$ cat src/rtl/gpio_bank_pkg.sv
package gpio_bank_pkg;

  localparam int WORD_W = 32;
  localparam int WIDE_W = 2 * WORD_W;

  // slot numbers of the plain read/write configuration words
  localparam logic [2:0] SLOT_OE   = 3'd0;
  localparam logic [2:0] SLOT_OUT  = 3'd1;
  localparam logic [2:0] SLOT_EN   = 3'd2;
  localparam logic [2:0] SLOT_POL  = 3'd3;
  localparam logic [2:0] SLOT_WAKE = 3'd4;
  localparam logic [2:0] SLOT_NONE = 3'd7;
  localparam int         NSLOTS    = 5;

  // kind field (address bits 4:3) inside each block
  localparam logic [1:0] KIND_LEVEL  = 2'd2;  // data block: input level
  localparam logic [1:0] KIND_STATUS = 2'd2;  // interrupt block: status

  function automatic logic [2:0] slot_of(input logic irq_blk, input logic [1:0] kind);
    logic [2:0] s;
    s = SLOT_NONE;
    if (!irq_blk) begin
      if (kind == 2'd0) s = SLOT_OE;
      if (kind == 2'd3) s = SLOT_OUT;
    end else begin
      if (kind == 2'd0) s = SLOT_EN;
      if (kind == 2'd1) s = SLOT_POL;
      if (kind == 2'd3) s = SLOT_WAKE;
    end
    return s;
  endfunction

  function automatic logic [WIDE_W-1:0] put_word(input logic [WIDE_W-1:0] old,
                                                 input logic [WORD_W-1:0] wd,
                                                 input logic hi);
    logic [WIDE_W-1:0] r;
    r = old;
    if (hi) r[WIDE_W-1:WORD_W] = wd;
    else    r[WORD_W-1:0]      = wd;
    return r;
  endfunction

  function automatic logic [WORD_W-1:0] get_word(input logic [WIDE_W-1:0] v, input logic hi);
    return hi ? v[WIDE_W-1:WORD_W] : v[WORD_W-1:0];
  endfunction

endpackage

$ cat src/rtl/gpio_sync.sv
module gpio_sync #(
  parameter int N = 36
) (
  input  logic         clk,
  input  logic         rst_n,
  input  logic [N-1:0] raw_i,
  output logic [N-1:0] lvl_o
);
  logic [N-1:0] meta_q, lvl_q;

  always_ff @(posedge clk or negedge rst_n) begin
    if (!rst_n) begin
      meta_q <= '0;
      lvl_q  <= '0;
    end else begin
      meta_q <= raw_i;
      lvl_q  <= meta_q;
    end
  end

  assign lvl_o = lvl_q;
endmodule

$ cat src/rtl/gpio_edge_irq.sv
module gpio_edge_irq #(
  parameter int N = 36
) (
  input  logic         clk,
  input  logic         rst_n,
  input  logic [N-1:0] lvl_i,
  input  logic [N-1:0] pol_i,
  input  logic [N-1:0] en_i,
  input  logic [N-1:0] clr_i,
  output logic [N-1:0] status_o,
  output logic         irq_o
);
  logic [N-1:0] prev_q, stat_q, stat_d, hit;
  logic         irq_q, irq_d;

  always_comb begin
    // a change of level whose new value differs from the polarity bit
    hit    = (lvl_i ^ prev_q) & (lvl_i ^ pol_i);
    stat_d = (stat_q & ~clr_i) | hit;
    irq_d  = |(stat_q & en_i);
  end

  always_ff @(posedge clk or negedge rst_n) begin
    if (!rst_n) begin
      prev_q <= '0;
      stat_q <= '0;
      irq_q  <= 1'b0;
    end else begin
      prev_q <= lvl_i;
      stat_q <= stat_d;
      irq_q  <= irq_d;
    end
  end

  assign status_o = stat_q;
  assign irq_o    = irq_q;

  // a set bit only drops when a one was written to it
  assert_w1c_only_R6: assert property (@(posedge clk) disable iff (!rst_n)
    1'b1 |=> (($past(stat_q) & ~$past(clr_i) & ~stat_q) == '0));

  // a detected edge always leaves its bit set, clear or not
  assert_edge_wins_R9: assert property (@(posedge clk) disable iff (!rst_n)
    (|hit) |=> ((stat_q & $past(hit)) == $past(hit)));

  // no bit becomes set without a level change on its pin
  assert_no_spurious_R5: assert property (@(posedge clk) disable iff (!rst_n)
    1'b1 |=> ((stat_q & ~$past(stat_q) & ~($past(lvl_i) ^ $past(prev_q))) == '0));
endmodule

$ cat src/rtl/gpio_bank.sv
module gpio_bank
  import gpio_bank_pkg::*;
#(
  parameter int NPINS = 36
) (
  input  logic              clk,
  input  logic              rst_n,
  input  logic              bus_en,
  input  logic              bus_we,
  input  logic [6:0]        bus_addr,
  input  logic [31:0]       bus_wdata,
  output logic [31:0]       bus_rdata,
  input  logic [NPINS-1:0]  pad_in,
  output logic [NPINS-1:0]  pad_out,
  output logic [NPINS-1:0]  pad_oe,
  output logic [NPINS-1:0]  wake_mask,
  output logic              irq
);
  // reset: asserted at once, released after two edges
  logic rs_meta, rs_n;
  always_ff @(posedge clk or negedge rst_n) begin
    if (!rst_n) begin
      rs_meta <= 1'b0;
      rs_n    <= 1'b0;
    end else begin
      rs_meta <= 1'b1;
      rs_n    <= rs_meta;
    end
  end

  // address decode
  logic       addr_ok, irq_blk, word_hi, do_wr, do_rd;
  logic [1:0] kind;
  logic [2:0] slot;

  always_comb begin
    irq_blk = bus_addr[6];
    kind    = bus_addr[4:3];
    word_hi = bus_addr[2];
    addr_ok = bus_en && (bus_addr[1:0] == 2'b00) && !bus_addr[5];
    do_wr   = addr_ok && bus_we;
    do_rd   = addr_ok && !bus_we;
    slot    = slot_of(irq_blk, kind);
  end

  // plain configuration words
  logic [NPINS-1:0] cfg_q [NSLOTS];

  for (genvar i = 0; i < NSLOTS; i++) begin : g_cfg
    logic [NPINS-1:0]  q, d;
    logic [WIDE_W-1:0] merged;
    logic              we;

    always_comb begin
      we     = do_wr && (slot == 3'(i));
      merged = put_word(WIDE_W'(q), bus_wdata, word_hi);
      d      = merged[NPINS-1:0];
    end

    always_ff @(posedge clk or negedge rs_n) begin
      if (!rs_n)   q <= '0;
      else if (we) q <= d;
    end

    assign cfg_q[i] = q;
  end

  // synchroniser and edge/interrupt logic
  logic [NPINS-1:0]  lvl, status, clr;
  logic [WIDE_W-1:0] clr_wide;

  always_comb begin
    clr_wide = '0;
    if (do_wr && irq_blk && (kind == KIND_STATUS))
      clr_wide = put_word('0, bus_wdata, word_hi);
    clr = clr_wide[NPINS-1:0];
  end

  gpio_sync #(.N(NPINS)) u_sync (
    .clk   (clk),
    .rst_n (rs_n),
    .raw_i (pad_in),
    .lvl_o (lvl)
  );

  gpio_edge_irq #(.N(NPINS)) u_edge (
    .clk      (clk),
    .rst_n    (rs_n),
    .lvl_i    (lvl),
    .pol_i    (cfg_q[SLOT_POL]),
    .en_i     (cfg_q[SLOT_EN]),
    .clr_i    (clr),
    .status_o (status),
    .irq_o    (irq)
  );

  // read path
  logic [WIDE_W-1:0] rd_wide;
  always_comb begin
    rd_wide = '0;
    if (do_rd) begin
      case (slot)
        SLOT_OE:   rd_wide = WIDE_W'(cfg_q[SLOT_OE]);
        SLOT_OUT:  rd_wide = WIDE_W'(cfg_q[SLOT_OUT]);
        SLOT_EN:   rd_wide = WIDE_W'(cfg_q[SLOT_EN]);
        SLOT_POL:  rd_wide = WIDE_W'(cfg_q[SLOT_POL]);
        SLOT_WAKE: rd_wide = WIDE_W'(cfg_q[SLOT_WAKE]);
        default: begin
          if (kind == KIND_LEVEL) rd_wide = irq_blk ? WIDE_W'(status) : WIDE_W'(lvl);
        end
      endcase
    end
    bus_rdata = get_word(rd_wide, word_hi);
  end

  assign pad_oe    = cfg_q[SLOT_OE];
  assign pad_out   = cfg_q[SLOT_OUT];
  assign wake_mask = cfg_q[SLOT_WAKE];

  // the pin direction moves only on a register write
  assert_oe_hold_R2: assert property (@(posedge clk) disable iff (!rs_n)
    !(bus_en && bus_we) |=> $stable(pad_oe));

  // the wake mask moves only on a register write
  assert_wake_hold_R11: assert property (@(posedge clk) disable iff (!rs_n)
    !(bus_en && bus_we) |=> $stable(wake_mask));

  // the interrupt line rises only after an enabled pending bit existed
  assert_irq_source_R8: assert property (@(posedge clk) disable iff (!rs_n)
    $rose(irq) |-> $past(|(status & cfg_q[SLOT_EN])));
endmodule

$ cat config.mk
export PLATFORM = sky130hd
export DESIGN_NAME = gpio_bank
export DESIGN_NICKNAME = d
export VERILOG_FILES = /design/src/rtl/gpio_bank_pkg.sv /design/src/rtl/gpio_sync.sv /design/src/rtl/gpio_edge_irq.sv /design/src/rtl/gpio_bank.sv
export SDC_FILE = /design/constraint.sdc
export NUM_CORES = 1
export LEC_CHECK = 0
export BUFFER_PORTS_ARGS = -buffer_cell sky130_fd_sc_hd__buf_2
export CAP_MARGIN = 30
export CELL_PAD_IN_SITES_DETAIL_PLACEMENT = 1
export CELL_PAD_IN_SITES_GLOBAL_PLACEMENT = 2
export CORE_ASPECT_RATIO = 1.1
export CORE_MARGIN = 3
export CORE_UTILIZATION = 34
export CTS_CLUSTER_SIZE = 14
export DETAILED_ROUTE_END_ITERATION = 10
export PLACE_DENSITY_LB_ADDON = 0.2
export SKIP_CTS_REPAIR_TIMING = 1
export SLEW_MARGIN = 5
export SYNTH_ARGS = -nofsm -noshare
export SYNTH_HDL_FRONTEND = slang
export SYNTH_SLANG_ARGS = --single-unit
$ cat constraint.sdc
create_clock -name clk -period 28.3 [get_ports clk]
set_input_delay 4.245 -clock clk [delete_from_list [all_inputs] [get_ports clk]]
set_output_delay 4.245 -clock clk [all_outputs]
set_load 0.1 [all_outputs]
### After elaboration in Yosys (flattened, before gate mapping)

Index checks and enable logic that the tools add are counted.

* add/subtract/negate cells: 0
* multiply operators: 0
* divide/modulo/power cells: 0
* magnitude comparators: 0
* equal/unequal tests: 7
* shift-type cells: 0
* muxes and demuxes: 14
* bitwise operators: 8
* reduce and logical (&&, ||, !) cells: 27

Operator list (count)
* $pmux 36 s5: 1
* $and 36x36->36: 3
* $mux 36: 3
* $xor 36x36->36: 2
* $mux 32: 2
* $mux 64: 1
* $not 36->36: 1
* $or 36x36->36: 1
* $reduce_or 36->1: 1
* $reduce_and 2->1: 10
* $mux 3: 6
* $logic_and 1x1->1: 11
* $eq 3x2->1 const B: 2
* $eq 2x2->1 const B: 2
* $logic_not 2->1: 2
* $mux 4: 1
* $eq 3x1->1 const B: 1
* $eq 3x3->1 const B: 1
* $logic_not 3->1: 1
* $eq 2x1->1 const B: 1
* $logic_not 1->1: 2
* $not 1->1: 1

* register bits: 327
* latch bits: 0
* RAM bits: 0
* memory bits (read-only): 0
* output and inout bits: 141
* word-level logic and storage cells: 73
* memories: 0

### Logic depth before layout (Yosys ltp)

Gate-level depths: netlist of run 1.

* word-level depth: 10
* mapped depth: 8
* gate-level depth less buffers: 6

### Cells and area by module

A second synthesis of run 1 with hierarchy kept.

* cell total of the unflattened synthesis: 1114
* area total of the unflattened synthesis: 14184.9 sq um

Modules (own cells, without submodules)
* gpio_bank: instances 1, cells each 731, area an instance 9476.6 sq um, sequential area each 4554.4 sq um
* gpio_edge_irq: instances 1, cells each 311, area an instance 2906.5 sq um, sequential area each 1826.8 sq um
* gpio_sync: instances 1, cells each 72, area an instance 1801.7 sq um, sequential area each 1801.7 sq um

### Worst setup path after synthesis of run 1

OpenSTA, ideal clock, no wires.

* path kind: input port to output port
* from: input port bus_addr[3]
* to: output port bus_rdata[11]
* arrival: 7746 ps
* slack: 16309 ps
* stages on the path: 8
* buffers on the path: 2
* cell sequence: inv_1 ha_1 or3b_1 buf_2 nand2_1 buf_2 a21oi_1 a211oi_1

* longest elaborated chain between the ends: 9

Ends and longest elaborated chain
* from (decl): line gpio_bank.sv:10 `input logic [6:0] bus_addr,`
* $logic_not 2->1: line gpio_bank_pkg.sv:23, gpio_bank_pkg.sv:26
* $mux 3: line gpio_bank_pkg.sv:26 `if (kind == 2'd0) s = SLOT_EN;`
* $mux 3: line gpio_bank_pkg.sv:27 `if (kind == 2'd1) s = SLOT_POL;`
* $mux 3: line gpio_bank_pkg.sv:28 `if (kind == 2'd3) s = SLOT_WAKE;`
* $mux 3: line gpio_bank_pkg.sv:22 `if (!irq_blk) begin`
* $eq 3x3->1 (tied with other cells): line gpio_bank.sv:102 `case (slot)`
* $pmux 36 s5 *: line gpio_bank.sv:102
* $mux 64 *: line gpio_bank.sv:101 `if (do_rd) begin`
* $mux 32 *: line gpio_bank_pkg.sv:44 `return hi ? v[WIDE_W-1:WORD_W] : v[WORD_W-1:0];`
* to (decl): line gpio_bank.sv:12 `output logic [31:0] bus_rdata,`

Every way passes the cells marked *; elsewhere a longest branch is shown, timed or not.

### Worst setup path after layout of run 1

* from: input port bus_addr[3]
* to: output port bus_rdata[15]

The elaborated chain is that of the path after synthesis.

==> flow_summary.ini, run 1 <==
[cts]
clockRootBuffer = clkbuf_16
clock-sinks = 327
cts_buffers = 38
clock_latency_ns = 0.52
h-tree-depth = 2
cts_tree = done
clkTransAtPathRegs_ns = 0.06
clock_path_buffers = 3

[placed_design]
finalWeightedCongestion = 0.7757
port_buffers = 219
place_hpwl_mm = 29.27

[floorplanning]
dieArea_um2 = 43670
pin_count = 220
coreArea_um2 = 40460
fp-row-count = 77
chipHeight_um = 218.9
die_w_um = 199.5
start_util = 0.3461

[logic_synthesis]
syn_avg_cell_area_um2 = 13.04
yosysWarnings = 0
synth-seq-cells = 327
synth_edf_count = 0
ys.flop_type = dfrtp_1
syn_inst = 1074
synth.cell_area_um2 = 14010
synthArstFlopShare = 1.000
ys_types = 39
synth_nets = 1157
ys_seq_area_frac = 0.5842

[grt]
grt.overflow.total = 0
antenna_found_initial = 2
grt_pass1_wl_mm = 67.66
grt_use_total = 0.2041
grt_max_degree = 157
grt_pass1_vias = 10670

[setup_path]
cp_cell_sequence = buf_2 > inv_1 > ha_2 > buf_4 > or3b_1 > nand2_2 > buf_4 > a21oi_1 > a211oi_1 > buf_2
cpPeakStageDelay_ns = 0.57
cp_num_cells = 10
reg2reg_depth = 1
worstSetupEndpointType = output pin
path_max_fanout = 41
cp.arrival_ns = 7.59
required_ns = 24.05
worstSetupStartpointType = input port
reg2reg_slack_ns = 26.41
cp_top_family = buffers and inverters
critPathKind = in2out
crit_path_top_delay_cell = buf_4
path_buf_inv = 5

[power]
p_total_uw = 1123
p_leak_uw = 0.008088
power_density_nw_per_um2 = 66.42
vdd_ir_drop_max_mv = 0.05179

[timing]
slew_viol_final = 0
fmax_ghz = 0.08450
period_share = 0.4182
setup_viol = 0
slew_headroom = 0.2851
hold_viol = 0
worstMarginPinSlew_ns = 1.072
finClkSkew_ns = 0.01213
min_period_ns = 11.83
setup-tns-final_ns = 0
rsz0062_at_grt = false

[min_path]
hold_depth = 0
worst_hold_path_type = reg2reg

[detailed_routing]
drt_pre_antenna_iters = 5
detail_route.vias_per_cell = 5.341
drc_errors = 0
totalWireLength_mm = 44.38
drtAntennaViolNets = 0
num_vias = 9748
drt_iter0_markers = 535
post_drt_wl_per_cell_um = 24.32

[job]
drv_cap = 0

[layout]
final_common_cell = dfrtp_1
drive_above_1_share = 0.4512
diodes = 0
area_growth_pct = 20.70
nets = 1371
most-common-layout-cells = 326 x dfrtp_1, 283 x mux2_2, 218 x buf_2

[run_status]
status = finished clean
[cell families (layout without fill, tap and decap cells)]
group | after synthesis | after routing | share of synthesized area
multiplexers | 291 | 291 | 0.2337
adder cells (fa/ha/maj) | 4 | 4 | 0.003573
other | 1 | 1 | 0.0002677
buffers and inverters | 65 | 303 | 0.02028
flip-flops | 327 | 327 | 0.5842
AO/OA/AOI/OAI | 191 | 191 | 0.09711
AND/OR/NAND/NOR | 195 | 195 | 0.06084
[stage by stage]
stage                     cells    util  cell area [µm²]  worst slack [ns]  hold slack, ns
final                      1825  0.4178            16910             16.47          0.3465
after global routing       1825  0.4178            16910             16.26          0.3562
after CTS                  1824  0.4171            16880             16.47          0.3497
after detailed placement   1760  0.3878            15690             16.48          0.3362
after global placement     1758  0.3868            15650             16.59          0.3333
after floorplan            1074       -            14010             16.31          0.3312
[state kept, by name, indices dropped and copies added (netlist names)]
signal           flops
rs_meta              1
wake_mask           36
u_edge.prev_q       36
pad_out             36
u_edge.status_o     36
u_edge.irq_o         1
u_sync.meta_q       36
u_sync.lvl_o        36
rs_n                 1
g_cfg.q             72
pad_oe              36
[metal layers]
layer | routed length (µm) | up-vias | global-route usage
met3 | 2041 | 64 | 0.03670
li1 | - | 4358 | -
met5 | 13 | - | 0
met1 | 19700 | 5081 | 0.2738
met2 | 21650 | 243 | 0.3409
met4 | 982 | 2 | 0.05631
[synth_stat cells, types with 2 or more instances]
| master | number | area, µm² |
|---|---|---|
| a211oi_1 | 28 | 210.2 |
| a21o_1 | 35 | 262.8 |
| a21oi_1 | 30 | 150.1 |
| a221oi_1 | 3 | 26.28 |
| a222oi_1 | 32 | 320.3 |
| a22oi_1 | 20 | 150.1 |
| a31o_2 | 2 | 17.52 |
| a32o_1 | 2 | 20.02 |
| and3b_1 | 2 | 17.52 |
| buf_1 | 8 | 30.03 |
| buf_2 | 32 | 160.2 |
| clkbuf_1 | 23 | 86.33 |
| dfrtp_1 | 327 | 8183 |
| ha_1 | 4 | 50.05 |
| inv_1 | 2 | 7.510 |
| mux2_1 | 5 | 56.30 |
| mux2_2 | 283 | 3187 |
| mux2i_1 | 3 | 30.03 |
| nand2_1 | 127 | 476.7 |
| nand3_1 | 7 | 35.03 |
| nand4_1 | 4 | 25.02 |
| nor2_1 | 39 | 146.4 |
| nor2b_1 | 2 | 12.51 |
| nor3b_1 | 2 | 15.01 |
| nor3b_2 | 2 | 25.02 |
| o21ai_0 | 37 | 185.2 |
[cell type report]
type	instances	area, µm²
fill	4265	23560
sequential	327	8187
multi-input combinational	682	5590
timing repair buffer	237	1291
clock buffer	57	1124
tap	513	641.9
clock inverter	7	63.81
inverter	2	7.507
[power breakdown]
group	leakage [µW]	internal (µW)	switching (µW)
sequential	0.00409	489	18.2
clock	0.000588	282	190
combinational	0.00341	38.4	105
[final timing paths]
check                                        endpoint                        start
setup / recovery                        bus_rdata[15]                  bus_addr[3]
hold / removal             u_sync.lvl_o[28]$_DFF_PN0_  u_sync.meta_q[28]$_DFF_PN0_
setup reg to reg              pad_out[23]$_DFFE_PN0P_               rs_n$_DFF_PN0_
hold reg to reg            u_sync.lvl_o[28]$_DFF_PN0_  u_sync.meta_q[28]$_DFF_PN0_
max in group asynchronous              rs_n$_DFF_PN0_                        rst_n
min in group asynchronous  u_sync.meta_q[4]$_DFF_PN0_               rs_n$_DFF_PN0_
No activity file was read; power rests on OpenSTA's default activity.
==> run 2: changes to the inputs <==
==> constraint.sdc (replaced) <==
create_clock -name clk -period 10.9 [get_ports clk]
set_input_delay 1.635 -clock clk [delete_from_list [all_inputs] [get_ports clk]]
set_output_delay 1.635 -clock clk [all_outputs]
set_load 0.1 [all_outputs]
==> run 2 against run 1 <==
Against the previous run: clock-buffer cell count decreased by 3; final cell count increased by 0.22%; sequential share of layout area decreased by 0.17 points; setup slack got worse by 12 ns; largest power group unchanged.
==> flow_summary.ini, run 2 (same netlist as run 1, synthesis figures left out) <==
[power]
clkPwrFrac = 0.422
p_seq_frac = 0.450
p_switching_uw = 819.1
power_density_nw_per_um2 = 172.6
p_sw_frac = 0.2798
vdd_ir_drop_max_mv = 0.08267
p_int_uw = 2108
power_frac_comb = 0.128
p_leak_uw = 0.008111

[grt]
grt_use_total = 0.2037
grt_max_degree = 73
grt_pass1_wl_mm = 67.54
grt_pass1_vias = 10570
grt.overflow.total = 0
antenna_found_initial = 1

[layout]
drive_above_1_share = 0.4529
fin_cells = 1829
most-common-layout-cells = 326 x dfrtp_1, 283 x mux2_2, 218 x buf_2
diodes = 0
largest_reg_flops = 72
area_growth_pct = 21.12
regMostFlops = g_cfg.q
ff_latch_area_um2 = 8187
nets = 1374
stdcell_area_um2 = 16960
multi_input_area_um2 = 5590
nFillCells = 4277
final_common_cell = dfrtp_1

[timing]
setup_viol = 0
slew_viol_final = 0
period_share = 0.6041
setup-tns-final_ns = 0
worst_hold_slack_ns = 0.3451
finClkSkew_ns = 0.01878
hold_viol = 0
rsz0062_at_grt = false
min_period_ns = 6.585
fmax_ghz = 0.1519
worstMarginPinSlew_ns = 0.8955
layout_setup_ws_ns = 4.315
slew_headroom = 0.3984

[detailed_routing]
drt_iter0_markers = 544
drt_pre_antenna_iters = 5
post_drt_wl_per_cell_um = 24.37
drc_errors = 0
num_vias = 9787
detail_route.vias_per_cell = 5.351
totalWireLength_mm = 44.58
drtAntennaViolNets = 0

[min_path]
worstHoldStart = u_sync.meta_q[8]$_DFF_PN0_
worst_hold_path_type = reg2reg

[setup_path]
rr_startpoint = rs_n$_DFF_PN0_
critPathKind = in2out
worstSetupEndpointType = output pin
cp.arrival_ns = 4.95
path_max_fanout = 41
required_ns = 9.27
cp-startpoint = bus_addr[3]
worstSetupStartpointType = input port

[cts]
clock_latency_ns = 0.53
clockRootBuffer = clkbuf_16
h-tree-depth = 2
clock-sinks = 327
clkTransAtPathRegs_ns = 0.05
cts_tree = done
clock_path_buffers = 3
cts_buffers = 38

[floorplanning]
die_w_um = 199.5
pin_count = 220
coreArea_um2 = 40460
start_util = 0.3461
fp-row-count = 77
dieArea_um2 = 43670
chipHeight_um = 218.9

[placed_design]
finalWeightedCongestion = 0.7709
place_inst = 1762
placed_cell_area_um2 = 15710
port_buffers = 219
pre_cts_ws_ns = 4.301
place_hpwl_mm = 29.74

[job]
drv_cap = 0

[run_status]
status = finished clean
run 2: worst paths after layout:
check                           slack, ns                          to  cells past startpoint
worst max-delay path                 4.32                bus_rdata[7]                     10
worst min-delay path                 0.35   u_sync.lvl_o[8]$_DFF_PN0_                      0
worst max register to register       9.24     pad_out[33]$_DFFE_PN0P_                      1
worst min register to register       0.35   u_sync.lvl_o[8]$_DFF_PN0_                      0
max in group asynchronous            9.24     pad_out[33]$_DFFE_PN0P_                      1
min in group asynchronous            0.39  u_sync.meta_q[4]$_DFF_PN0_                      0
run 2: layout make-up:
| cell class | instances | share of cell area |
|---|---|---|
| Multi-Input combinational cell | 682 | 0.3295 |
| Clock buffer | 54 | 0.06380 |
| Clock inverter | 11 | 0.006712 |
| Sequential cell | 327 | 0.4826 |
| Timing Repair Buffer | 240 | 0.07907 |
| Tap cell | 513 | 0.03784 |
| Inverter | 2 | 0.0004425 |
run 2: layer usage:
metal	global-route usage	up-vias	part of all wire
met5	0	-	0
met4	0.04770	0	0.016
met3	0.03086	45	0.041
met2	0.3435	219	0.49
met1	0.2778	5158	0.45
li1	-	4365	-
run 2: power by group through the flow:
stage / combinational (µW) / sequential (µW) / clock (µW)
global placement: 371 / 1340 / 0
detailed placement: 376 / 1340 / 0
finish: 374 / 1320 / 1240
floorplan: 126 / 1470 / 0
CTS: 377 / 1320 / 1280
global route: 398 / 1320 / 1340
run 2: worst max-delay path: stages:
cell and delay [ns]:
buf_2 0.12, inv_1 0.08, ha_2 0.27, buf_4 0.35
or3b_1 0.57, nand2_2 0.48, buf_4 0.55, a21oi_1 0.10
a211oi_1 0.27, buf_2 0.47
run 2: metrics by stage:
| stage | util | total power [µW] |
|---|---|---|
| floorplan | - | 1596 |
| detailed placement | 0.3883 | 1716 |
| finish | 0.4192 | 2928 |
| CTS | 0.4179 | 2976 |
| global route | 0.4192 | 3060 |
| global placement | 0.3866 | 1708 |
==> run 3: changes to the inputs <==
==> constraint.sdc (replaced) <==
create_clock -name clk -period 5.92 [get_ports clk]
set_input_delay 0.888 -clock clk [delete_from_list [all_inputs] [get_ports clk]]
set_output_delay 0.888 -clock clk [all_outputs]
set_load 0.1 [all_outputs]
==> run 3 against run 2 <==
Against the previous run: critical path depth fell by 1; global-route usage rose by 0.069 points; non-clock buffer count fell by 1; hold slack worse by 0.23 ns; clock power rose by 89%; via count decreased by 0.78%; clock-buffer cell count grew 1; utilization barely moved; sequential power up 84%; largest cell class unchanged.
==> flow_summary.ini, run 3 (same netlist as run 1, synthesis figures left out) <==
[run_status]
status = finished clean

[detailed_routing]
post_drt_wl_per_cell_um = 24.29
drt_iter0_markers = 567
num_vias = 9711
drc_errors = 0
totalWireLength_mm = 44.47
detail_route.vias_per_cell = 5.304
drtAntennaViolNets = 0
drt_pre_antenna_iters = 7

[timing]
min_period_ns = 4.573
setup_viol = 0
slew_viol_final = 0
fmax_ghz = 0.2187
period_share = 0.7724
hold_viol = 0
worstMarginPinSlew_ns = 0.8642
slew_headroom = 0.4239
rsz0062_at_grt = false
worst_hold_slack_ns = 0.1152
setup-tns-final_ns = 0
finClkSkew_ns = 0.009658

[layout]
final_common_cell = dfrtp_1
fin_cells = 1831
area_growth_pct = 21.15
most-common-layout-cells = 326 x dfrtp_1, 283 x mux2_2, 218 x buf_2
nets = 1374
final_util = 0.4194
nFillCells = 4225
largest_reg_flops = 72
regMostFlops = g_cfg.q
drive_above_1_share = 0.4552

[cts]
cts_tree = done
cts_buffers = 39
clkTransAtPathRegs_ns = 0.06
clock_latency_ns = 0.55
h-tree-depth = 2
clockRootBuffer = clkbuf_16
clock-sinks = 327
clock_path_buffers = 3

[power]
p_total_uw = 5450
vdd_ir_drop_max_mv = 0.2041
power_density_nw_per_um2 = 321.2
p_leak_uw = 0.008127

[setup_path]
reg2reg_slack_ns = 4.36
critPathKind = in2out
worstSetupStartpointType = input port
reg2reg_depth = 1
path_max_fanout = 29
rr_startpoint = rs_n$_DFF_PN0_
cp.arrival_ns = 3.68
cp-startpoint = bus_addr[3]
required_ns = 5.03
endpoint = bus_rdata[14]
worstSetupEndpointType = output pin
r2r-end = wake_mask[23]$_DFFE_PN0P_

[grt]
grt_max_degree = 138
grtUsageMet2 = 0.3495
grt.busiest_layer = met2
met1_usage = 0.2620
grt_pass1_vias = 10580
grt_pass1_wl_mm = 67.14
grt_use_total = 0.2044
grt.overflow.total = 0
antenna_found_initial = 3
met3_usage = 0.03915

[floorplanning]
chipHeight_um = 218.9
die_w_um = 199.5
dieArea_um2 = 43670
start_util = 0.3461
coreArea_um2 = 40460
fp-row-count = 77
pin_count = 220

[job]
drv_cap = 0

[placed_design]
place_inst = 1762
finalWeightedCongestion = 0.7713
port_buffers = 219
place_hpwl_mm = 29.93

[min_path]
worst_hold_path_type = in2async
[run 3: changes by cell type in the layout (fill, tap and decap cells not counted), moves of 2 or more]
cell,previous run,this run
buf_16,3,0
clkbuf_1,10,7
buf_12,2,4
clkbuf_16,39,41
clkbuf_8,5,7
clkinv_2,6,8
clkinvlp_4,2,0
diode_2,0,2
[run 3: area by class of cell]
type                    instances  area, µm²  share of cell area
clock inverters                11      90.09            0.005309
repair buffers                239       1299             0.07654
multi-input cells             682       5590              0.3294
well taps                     513      641.9             0.03783
clock buffers                  55       1149             0.06769
flip-flops and latches        327       8187              0.4825
inverters                       2      7.507           0.0004424
diodes                          2      5.005           0.0002949
[run 3: where the power goes]
part           total, µW  switching, µW  internal, µW
Sequential          2430           88.1          2340
Combinational        681            496           185
Clock               2340            951          1390
[run 3: worst min-delay path by stage]
stage / slack, ns / end / depth (start not counted) / startpoint
global route: 0.09 / rs_meta$_DFF_PN0_ / 1 / rst_n
finish: 0.12 / rs_meta$_DFF_PN0_ / 1 / rst_n
global placement: 0.33 / u_sync.lvl_o[2]$_DFF_PN0_ / 0 / u_sync.meta_q[2]$_DFF_PN0_
CTS: 0.08 / rs_n$_DFF_PN0_ / 1 / rst_n
floorplan: 0.33 / rs_n$_DFF_PN0_ / 0 / rs_meta$_DFF_PN0_
detailed placement: 0.34 / u_sync.lvl_o[13]$_DFF_PN0_ / 0 / u_sync.meta_q[13]$_DFF_PN0_
[run 3: stage by stage]
step	area, µm²	setup slack (ns)
after CTS	16940	1.321
final	16970	1.347
after global routing	16970	1.188
after global placement	15690	1.391
after detailed placement	15710	1.351
after floorplan	14010	0.5727
[run 3: critical path, stage by stage]
cell,delay (ns)
buf_2,0.13
inv_1,0.08
ha_2,0.28
or3b_1,0.48
nand2_2,0.60
buf_4,0.36
a21oi_1,0.06
a211oi_1,0.29
buf_2,0.48
[run 3: layer usage]
layer / vias up / share of wire / wire length, µm
li1: 4372 / - / -
met1: 5031 / 0.43 / 19090
met2: 245 / 0.50 / 22120
met3: 63 / 0.048 / 2152
met4: 0 / 0.025 / 1102
met5: - / 0 / 0
